<file path="src/rtl/fnm_pkg.sv">
package fnm_pkg;

  localparam int INT_W      = 8;
  localparam int BYTE_W     = 8;
  localparam int FRAC_W     = 20;
  localparam int HI_W       = FRAC_W - 2 * BYTE_W;
  localparam int MASH_ORDER = 2;

  typedef enum logic [2:0] {
    SEL_INT      = 3'd0,
    SEL_FRAC_HI  = 3'd1,
    SEL_FRAC_MID = 3'd2,
    SEL_FRAC_LO  = 3'd3,
    SEL_LO_DIV   = 3'd4
  } fnm_sel_e;

  // reference pre-divider: only code 01 halves, reserved codes fall back to 1
  function automatic logic [1:0] ref_factor(input logic [1:0] code);
    return (code == 2'b01) ? 2'd2 : 2'd1;
  endfunction

  // LO divider ratio as a power of two: 4, 8, 16, 32
  function automatic logic [2:0] lo_log2(input logic [1:0] code);
    return 3'd2 + {1'b0, code};
  endfunction

endpackage

</file>
<file path="src/rtl/fnm_regs.sv">
module fnm_regs
  import fnm_pkg::*;
#(
  parameter int N_MIN = 19,
  parameter int N_MAX = 251,
  parameter int N_RST = 19
) (
  input  logic              clk,
  input  logic              rst_n,
  input  logic              wr_en,
  input  logic [2:0]        wr_sel,
  input  logic [BYTE_W-1:0] wr_data,
  output logic [INT_W-1:0]  n_eff,
  output logic [FRAC_W-1:0] frac_work,
  output logic              int_clamped,
  output logic              commit,
  output logic [1:0]        ref_div_factor,
  output logic [2:0]        lo_div_log2
);

  localparam logic [INT_W-1:0] NMIN_V = INT_W'(N_MIN);
  localparam logic [INT_W-1:0] NMAX_V = INT_W'(N_MAX);
  localparam logic [INT_W-1:0] NRST_V = INT_W'(N_RST);

  logic [INT_W-1:0]  int_sh;
  logic [INT_W-1:0]  n_raw;
  logic [HI_W-1:0]   hi_sh;
  logic [BYTE_W-1:0] mid_sh;
  logic [1:0]        ref_code;
  logic [1:0]        lo_code;

  logic hit_int, hit_hi, hit_mid, hit_lodiv;

  assign hit_int   = wr_en && (wr_sel == SEL_INT);
  assign hit_hi    = wr_en && (wr_sel == SEL_FRAC_HI);
  assign hit_mid   = wr_en && (wr_sel == SEL_FRAC_MID);
  assign commit    = wr_en && (wr_sel == SEL_FRAC_LO);
  assign hit_lodiv = wr_en && (wr_sel == SEL_LO_DIV);

  // shadow fields wait for the commit; divider selects act at once
  always_ff @(posedge clk or negedge rst_n) begin
    if (!rst_n) begin
      int_sh    <= NRST_V;
      n_raw     <= NRST_V;
      hi_sh     <= '0;
      mid_sh    <= '0;
      frac_work <= '0;
      ref_code  <= 2'b00;
      lo_code   <= 2'b00;
    end else begin
      if (hit_int) int_sh <= wr_data[INT_W-1:0];
      if (hit_hi) begin
        hi_sh    <= wr_data[HI_W-1:0];
        ref_code <= wr_data[HI_W+1:HI_W];
      end
      if (hit_mid) mid_sh <= wr_data;
      if (commit) begin
        frac_work <= {hi_sh, mid_sh, wr_data};
        n_raw     <= int_sh;
      end
      if (hit_lodiv) lo_code <= wr_data[1:0];
    end
  end

  always_comb begin
    if (n_raw < NMIN_V)      n_eff = NMIN_V;
    else if (n_raw > NMAX_V) n_eff = NMAX_V;
    else                     n_eff = n_raw;
  end

  assign int_clamped    = (n_raw < NMIN_V) || (n_raw > NMAX_V);
  assign ref_div_factor = ref_factor(ref_code);
  assign lo_div_log2    = lo_log2(lo_code);

  p_partial_quiet_r3: assert property (@(posedge clk) disable iff (!rst_n)
    !commit |=> ($stable(frac_work) && $stable(n_eff)))
    else $error("fraction or integer moved without a commit");

  p_clamp_bounds_r8: assert property (@(posedge clk) disable iff (!rst_n)
    (n_eff >= NMIN_V) && (n_eff <= NMAX_V))
    else $error("effective integer outside legal range");

  p_clamp_flag_r8: assert property (@(posedge clk) disable iff (!rst_n)
    int_clamped |-> ((n_eff == NMIN_V) || (n_eff == NMAX_V)))
    else $error("clamp flag set but integer not at a bound");

  p_ref_legal_r9: assert property (@(posedge clk) disable iff (!rst_n)
    (ref_div_factor == 2'd1) || (ref_div_factor == 2'd2))
    else $error("reference factor not 1 or 2");

endmodule

</file>
<file path="src/rtl/fnm_mash.sv">
module fnm_mash
  import fnm_pkg::*;
#(
  parameter int STAGES = MASH_ORDER
) (
  input  logic              clk,
  input  logic              rst_n,
  input  logic              adv,
  input  logic [FRAC_W-1:0] frac,
  output logic [STAGES-1:0] carry
);

  logic [FRAC_W-1:0] acc  [STAGES];
  logic [FRAC_W-1:0] res  [STAGES];
  logic [FRAC_W-1:0] feed [STAGES];

  for (genvar g = 0; g < STAGES; g++) begin : g_stage
    if (g == 0) begin : g_head
      assign feed[g] = frac;
    end else begin : g_tail
      assign feed[g] = res[g-1];
    end

    assign {carry[g], res[g]} = {1'b0, acc[g]} + {1'b0, feed[g]};

    always_ff @(posedge clk or negedge rst_n) begin
      if (!rst_n)   acc[g] <= '0;
      else if (adv) acc[g] <= res[g];
    end

    p_acc_hold_r6: assert property (@(posedge clk) disable iff (!rst_n)
      !adv |=> $stable(acc[g]))
      else $error("accumulator moved without an acceptance");
  end

endmodule

</file>
<file path="src/rtl/fnm_shaper.sv">
module fnm_shaper
  import fnm_pkg::*;
(
  input  logic             clk,
  input  logic             rst_n,
  input  logic             adv,
  input  logic [INT_W-1:0] n_eff,
  input  logic [1:0]       carry,
  output logic [INT_W-1:0] mod_data
);

  logic c2_d;

  // first carry passes straight, second is differenced once
  assign mod_data = n_eff + INT_W'(carry[0]) + INT_W'(carry[1]) - INT_W'(c2_d);

  always_ff @(posedge clk or negedge rst_n) begin
    if (!rst_n)   c2_d <= 1'b0;
    else if (adv) c2_d <= carry[1];
  end

  p_diff_hold_r6: assert property (@(posedge clk) disable iff (!rst_n)
    !adv |=> $stable(c2_d))
    else $error("difference tap moved without an acceptance");

endmodule

</file>
<file path="src/rtl/fnm_modulus_ctrl.sv">
module fnm_modulus_ctrl
  import fnm_pkg::*;
#(
  parameter int N_MIN = 19,
  parameter int N_MAX = 251,
  parameter int N_RST = 19
) (
  input  logic        clk,
  input  logic        rst_n,
  input  logic        wr_en,
  input  logic [2:0]  wr_sel,
  input  logic [7:0]  wr_data,
  input  logic        mod_ready,
  output logic        mod_valid,
  output logic [7:0]  mod_data,
  output logic        int_clamped,
  output logic [1:0]  ref_div_factor,
  output logic [2:0]  lo_div_log2
);

  logic [INT_W-1:0]      n_eff;
  logic [FRAC_W-1:0]     frac_work;
  logic                  commit;
  logic [MASH_ORDER-1:0] carry;
  logic                  valid_q;
  logic                  adv;

  always_ff @(posedge clk or negedge rst_n) begin
    if (!rst_n) valid_q <= 1'b0;
    else        valid_q <= 1'b1;
  end

  assign mod_valid = valid_q;
  assign adv       = valid_q && mod_ready;

  fnm_regs #(
    .N_MIN (N_MIN),
    .N_MAX (N_MAX),
    .N_RST (N_RST)
  ) u_regs (
    .clk            (clk),
    .rst_n          (rst_n),
    .wr_en          (wr_en),
    .wr_sel         (wr_sel),
    .wr_data        (wr_data),
    .n_eff          (n_eff),
    .frac_work      (frac_work),
    .int_clamped    (int_clamped),
    .commit         (commit),
    .ref_div_factor (ref_div_factor),
    .lo_div_log2    (lo_div_log2)
  );

  fnm_mash #(
    .STAGES (MASH_ORDER)
  ) u_mash (
    .clk   (clk),
    .rst_n (rst_n),
    .adv   (adv),
    .frac  (frac_work),
    .carry (carry)
  );

  fnm_shaper u_shaper (
    .clk      (clk),
    .rst_n    (rst_n),
    .adv      (adv),
    .n_eff    (n_eff),
    .carry    (carry),
    .mod_data (mod_data)
  );

  p_valid_sticky_r1: assert property (@(posedge clk) disable iff (!rst_n)
    mod_valid |=> mod_valid)
    else $error("valid dropped outside reset");

  p_mod_window_r5: assert property (@(posedge clk) disable iff (!rst_n)
    mod_valid |-> (({1'b0, mod_data} + 9'd1 >= {1'b0, n_eff}) &&
                   ({1'b0, mod_data} <= {1'b0, n_eff} + 9'd2)))
    else $error("modulus outside N-1..N+2");

  p_stall_hold_r6: assert property (@(posedge clk) disable iff (!rst_n)
    (mod_valid && !mod_ready && !commit) |=> $stable(mod_data))
    else $error("offered modulus changed while stalled");

endmodule

</file>
<file path="config.mk">
export PLATFORM = sky130hd
export DESIGN_NAME = fnm_modulus_ctrl
export DESIGN_NICKNAME = d
export VERILOG_FILES = /design/src/rtl/fnm_pkg.sv /design/src/rtl/fnm_regs.sv /design/src/rtl/fnm_mash.sv /design/src/rtl/fnm_shaper.sv /design/src/rtl/fnm_modulus_ctrl.sv
export SDC_FILE = /design/constraint.sdc
export NUM_CORES = 1
export LEC_CHECK = 0
export BUFFER_PORTS_ARGS = -buffer_cell sky130_fd_sc_hd__buf_2
export CAP_MARGIN = 20
export CELL_PAD_IN_SITES_DETAIL_PLACEMENT = 1
export CELL_PAD_IN_SITES_GLOBAL_PLACEMENT = 1
export CORE_ASPECT_RATIO = 0.5
export CORE_MARGIN = 1.5
export CORE_UTILIZATION = 46
export CTS_BUF_LIST = sky130_fd_sc_hd__clkbuf_8
export CTS_CLUSTER_DIAMETER = 50
export CTS_CLUSTER_SIZE = 8
export DETAILED_ROUTE_END_ITERATION = 12
export PLACE_DENSITY = 0.83
export SETUP_SLACK_MARGIN = 0.4
export SKIP_CTS_REPAIR_TIMING = 1
export SLEW_MARGIN = 20
export SYNTH_ARGS = -nofsm -noshare
export SYNTH_HDL_FRONTEND = slang
export SYNTH_SLANG_ARGS = --single-unit
</file>
<file path="constraint.sdc">
create_clock -name clk -period 5.1 [get_ports clk]
set_input_delay 0 -clock clk [delete_from_list [all_inputs] [get_ports clk]]
set_output_delay 0 -clock clk [all_outputs]
set_load 0.02 [all_outputs]
</file>
# --- Word-level counts from Yosys, hierarchy flattened ---
# Index checks and enable logic that the tools add are counted.
word_totals:
  regBits: 94
  input_bits: 15
  output_inout_bits: 15
  wordCells: 35
op_classes:
  add_sub_neg: 6
  order_cmp: 2
  n_eq_ne: 5
  muxes: 3
  reduce_logical: 8
op_table:
  columns: ["op", "n"]
  rows:
  - ["$add A20 B20 Y21", 2]
  - ["$add A8 B1 Y8", 2]
  - ["$mux W8", 2]
  - ["$gt A8 B8 Y1 const B", 1]
  - ["$lt A8 B5 Y1 const B", 1]
  - ["$sub A8 B1 Y8", 1]
  - ["$eq A3 B2 Y1 const B", 2]
  - ["$logic_and A1 B1 Y1", 6]
  - ["$add A2 B2 Y3 const A", 1]
  - ["$eq A3 B1 Y1 const B", 1]
  - ["$eq A3 B3 Y1 const B", 1]
  - ["$logic_not A3 Y1", 1]
  - ["$eq A2 B1 Y1 const B", 1]
  - ["$mux W2", 1]
  - ["$logic_or A1 B1 Y1", 1]

# --- Longest topological paths before layout ---
logic_depth:
  word_depth: 6
  ltp_mapped: 27
  mapped_depth_nobuf: 26

# --- Modules after synthesis ---
# From an unflattened synthesis, not the netlist that was laid out.
hier_totals:
  hier_cells: 579
  hier_area_um2: 6212.2
modules_own_cells:
  columns: ["module", "instances", "cells_per_inst", "area_per_inst_um2", "seq_area_each_um2"]
  rows:
  - ["fnm_mash", 1, 384, 3609.7, 1001.0]
  - ["fnm_regs", 1, 137, 2157.1, 1308.8]
  - ["fnm_shaper", 1, 55, 410.4, 25.0]
  - ["fnm_modulus_ctrl", 1, 3, 35.0, 25.0]

# --- Worst setup path before layout ---
# No wires, ideal clock.
synth_timing:
  path_kind: "register to output"
  from: "register u_regs.frac_work[0]"
  to: "output port mod_data[6]"
  t_arrival_ns: 5.215
  required_ns: 5.100
  slack_ns: -0.115
  path_stages_with_launch: 27
  path_buffers: 0
  cell_sequence: "dfrtp_1 > ha_1 > fa_1 > a21o_1 > a211oi_2 > o21ai_2 > and2_4 > o41ai_2 > xnor2_1 > ha_1 > and3_1 > and2_1 > a221oi_1 > o21ai_1 > a31oi_1 > nor2b_1 > o22ai_1 > ha_1 > fa_1 > inv_1 > fa_1 > a21oi_1 > nor2_1 > nor2_1 > o21bai_1 > a21oi_1 > xnor2_1"
synth_rtl:
  columns: ["element", "line", "rtl"]
  rows:
  - ["start: declaration", "fnm_regs.sv:14", "output logic [FRAC_W-1:0] frac_work,"]
  - ["start signal: assignment", "fnm_regs.sv:58", "frac_work <= {hi_sh, mid_sh, wr_data};"]
  - ["end: declaration", "fnm_modulus_ctrl.sv:15", "output logic [7:0] mod_data,"]

==> flow_summary.yaml <==
synthesis:
  synth_nets: 619
  ys_warn_count: 0
  postSynthAreaPerCell_um2: 10.6
  syn_inst: 552
  synth_cell_type_count: 56
  ys.flop_type: "dfrtp_1"
  yosys.area.top_type: "dfrtp_1"
  yosys-top-cells-count: "dfrtp_1, mux2_2, ha_1, nand2_1, o21ai_0"
  ys_seq_elements: 94
  synth_area_leaders: "dfrtp_1, mux2_2, ha_1"
  synth_top_area_share: 0.378
  ys_async_sr_fraction: 1.00
  synth_edf_count: 0
  seq_area_frac_synth: 0.405
  mappedNetlistArea_um2: 5830
  post-synth-top-count-cell: "dfrtp_1"
worst_hold_path:
  whs_path_depth: 4
  hp-start: "wr_sel[2]"
  hold_class: "in -> reg"
clock_network:
  cts.clk_slew.worst_paths_ns: 0.11
  cts.sinks: 94
  htree_levels: 3
  cts_tree: "built"
  cts_root_buf: "clkbuf_8"
  clk_latency_ns: 0.43
  clock_path_buffers: 2
  cts_made_buffers: 9
sta:
  period_minus_slack_ns: 6.52
  worst_slack_ns: -1.42
  whs_ns: 0.0813
  fmax_mhz: 153
  drv_slew: 0
  rsz0062_at_grt: "true"
  finalSetupViolations: 8
  min_period_over_period: 1.28
  final_hold_viol_count: 0
  slew_headroom: 0.420
  fin_skew_ns: 0.0311
  tightest_slew_ns: 0.867
floorplan:
  die_y_um: 82.6
  core_um2: 12100
  initial_core_util: 0.482
  dieWidth_um: 162
  placementRows: 28
  die-area_um2: 13400
  io_pins: 30
setup_path:
  critPathMaxStageDelay_ns: 0.66
  critical_path.top_delay_family: "compound AO/OA/AOI/OAI gates"
  cp.arrival_ns: 6.52
  path_depth: 26
  startpoint: "u_regs.frac_work[10]$_DFFE_PN0P_"
  r2r_start: "u_regs.frac_work[10]$_DFFE_PN0P_"
  required_ns: 5.10
  cp_slowest_cell: "o21ai_0"
  cp_max_fo: 5
  rr_worst_depth: 17
  startpoint_type: "flip-flop"
  critPathBufInv: 2
  crit_path_end_kind: "primary output"
  crit_type: "reg -> out"
detailed_routing:
  routed_wl_um: 23800
  drtPass1Iterations: 4
  avgRoutedWirePerCell_um: 29.3
  drtIter0Drc: 462
  num_vias: 5385
  drc: 0
  via_per_inst: 6.65
  detail-route-antenna-nets: 0
global_route:
  grtUsageTotal: 0.296
  grt_pass1_vias: 5264
  grt_pass1_wl_um: 29600
  grt-ovfl-total: 0
  grt_max_degree: 52
  grt_antenna_before_repair: 1
layout:
  syn2layout_area_growth_pct: 21.0
  instances_no_fill: 810
  design_area_um2: 7060
  drive_above_1_share: 0.338
  fin_nets: 707
  diodes: 0
placed_design:
  dp_hpwl_um: 12000
  placed_area_um2: 6490
  placed_cells: 775
  routabilityCongestion: 0.859
  io_buffers: 29
flow_run:
  maxCapViolCount: 0
outcome:
  violations: "negative setup slack"
  outcome: "finished, violations left"
[cell usage in the layout, fill, tap and decap left out, types with 4 or more instances in the layout]
master,Yosys,layout
nand2_1,41,41
buf_4,0,57
xnor2_2,0,4
or2_2,5,5
o21ai_0,36,35
mux2_2,69,69
nand3_1,10,10
a21o_1,20,20
inv_1,22,20
nand2b_1,5,5
xor2_1,9,8
buf_6,0,5
clkbuf_8,0,9
a211oi_1,6,6
nor3_1,10,10
nor2_1,20,17
dfrtp_1,88,88
dfstp_2,6,6
and2_1,5,4
nand4_1,5,5
a21oi_1,33,29
xnor2_1,31,26
and3_1,6,5
buf_2,2,20
nor2b_1,5,4
ha_1,48,46
dlygate4sd3_1,0,9
a21oi_2,1,5
o21bai_1,10,10
[cell type report]
| cell class | instances | area [um2] |
|---|---|---|
| timing repair buffer | 91 | 674 |
| sequential | 94 | 2360 |
| inverter | 22 | 82.6 |
| clock buffer | 9 | 124 |
| clock inverter | 7 | 87.6 |
| tap | 165 | 206 |
| fill | 1279 | 5030 |
| multi-input combinational | 422 | 3520 |
[cells by family (layout without fill, tap and decap cells)]
| kind of cell | count (synthesis) | after routing | synth area share |
|---|---|---|---|
| AOI/OAI and AO/OA | 136 | 136 | 0.153 |
| and+or+nand+nor | 122 | 122 | 0.104 |
| DFF | 94 | 94 | 0.405 |
| buffers and inverters | 36 | 129 | 0.0236 |
| xor gates and xnor gates | 40 | 40 | 0.0601 |
| other | 1 | 1 | 0.000643 |
| adders and majority gates | 52 | 52 | 0.117 |
| muxes | 71 | 71 | 0.138 |
[per-layer routing]
layer  GRT usage  up-vias  share of wire
li1            -     2171              -
met1       0.354     2683           0.38
met2       0.528      375           0.46
met3      0.0614      156          0.094
met4       0.132        0          0.066
met5           0        -              0
[worst min-delay path, cell delays in order]
cell and delay, ns:
buf_2 0.11, nand2_1 0.08, nor3_1 0.08, o21ai_0 0.17
[registers in the layout (all words and copies together) (netlist names)]
| signal | cells |
|---|---|
| u_mash.acc | 40 |
| u_regs.frac_work | 20 |
| u_regs.int_sh | 8 |
| u_regs.mid_sh | 8 |
| u_regs.n_raw | 8 |
| u_regs.hi_sh | 4 |
| u_regs.lo_code | 2 |
| u_regs.ref_code | 2 |
| mod_valid | 1 |
| u_shaper.c2_d | 1 |
[per-stage QoR]
stage	worst slack, ns	TNS [ns]	util
after floorplan	0.103	0	-
after global placement	-0.141	-0.289	0.537
after detailed placement	-0.432	-1.50	0.537
after CTS	-1.30	-7.16	0.554
after global routing	-1.47	-8.76	0.584
final	-1.42	-8.41	0.584
[final timing paths]
kind | to | slack (ns)
max reg2reg | u_shaper.c2_d$_DFFE_PN0P_ | 0.34
max | mod_data[6] | -1.42
min reg2reg | u_mash.acc[6]$_DFFE_PN0P_ | 0.51
min in group asynchronous | u_regs.frac_work[11]$_DFFE_PN0P_ | 0.17
max in group asynchronous | u_mash.acc[15]$_DFFE_PN0P_ | 3.79
min | u_regs.lo_code[1]$_DFFE_PN0P_ | 0.08
Power is not shown: default switching activity piles up to over one toggle a cycle in this logic, so the estimate is an artifact.
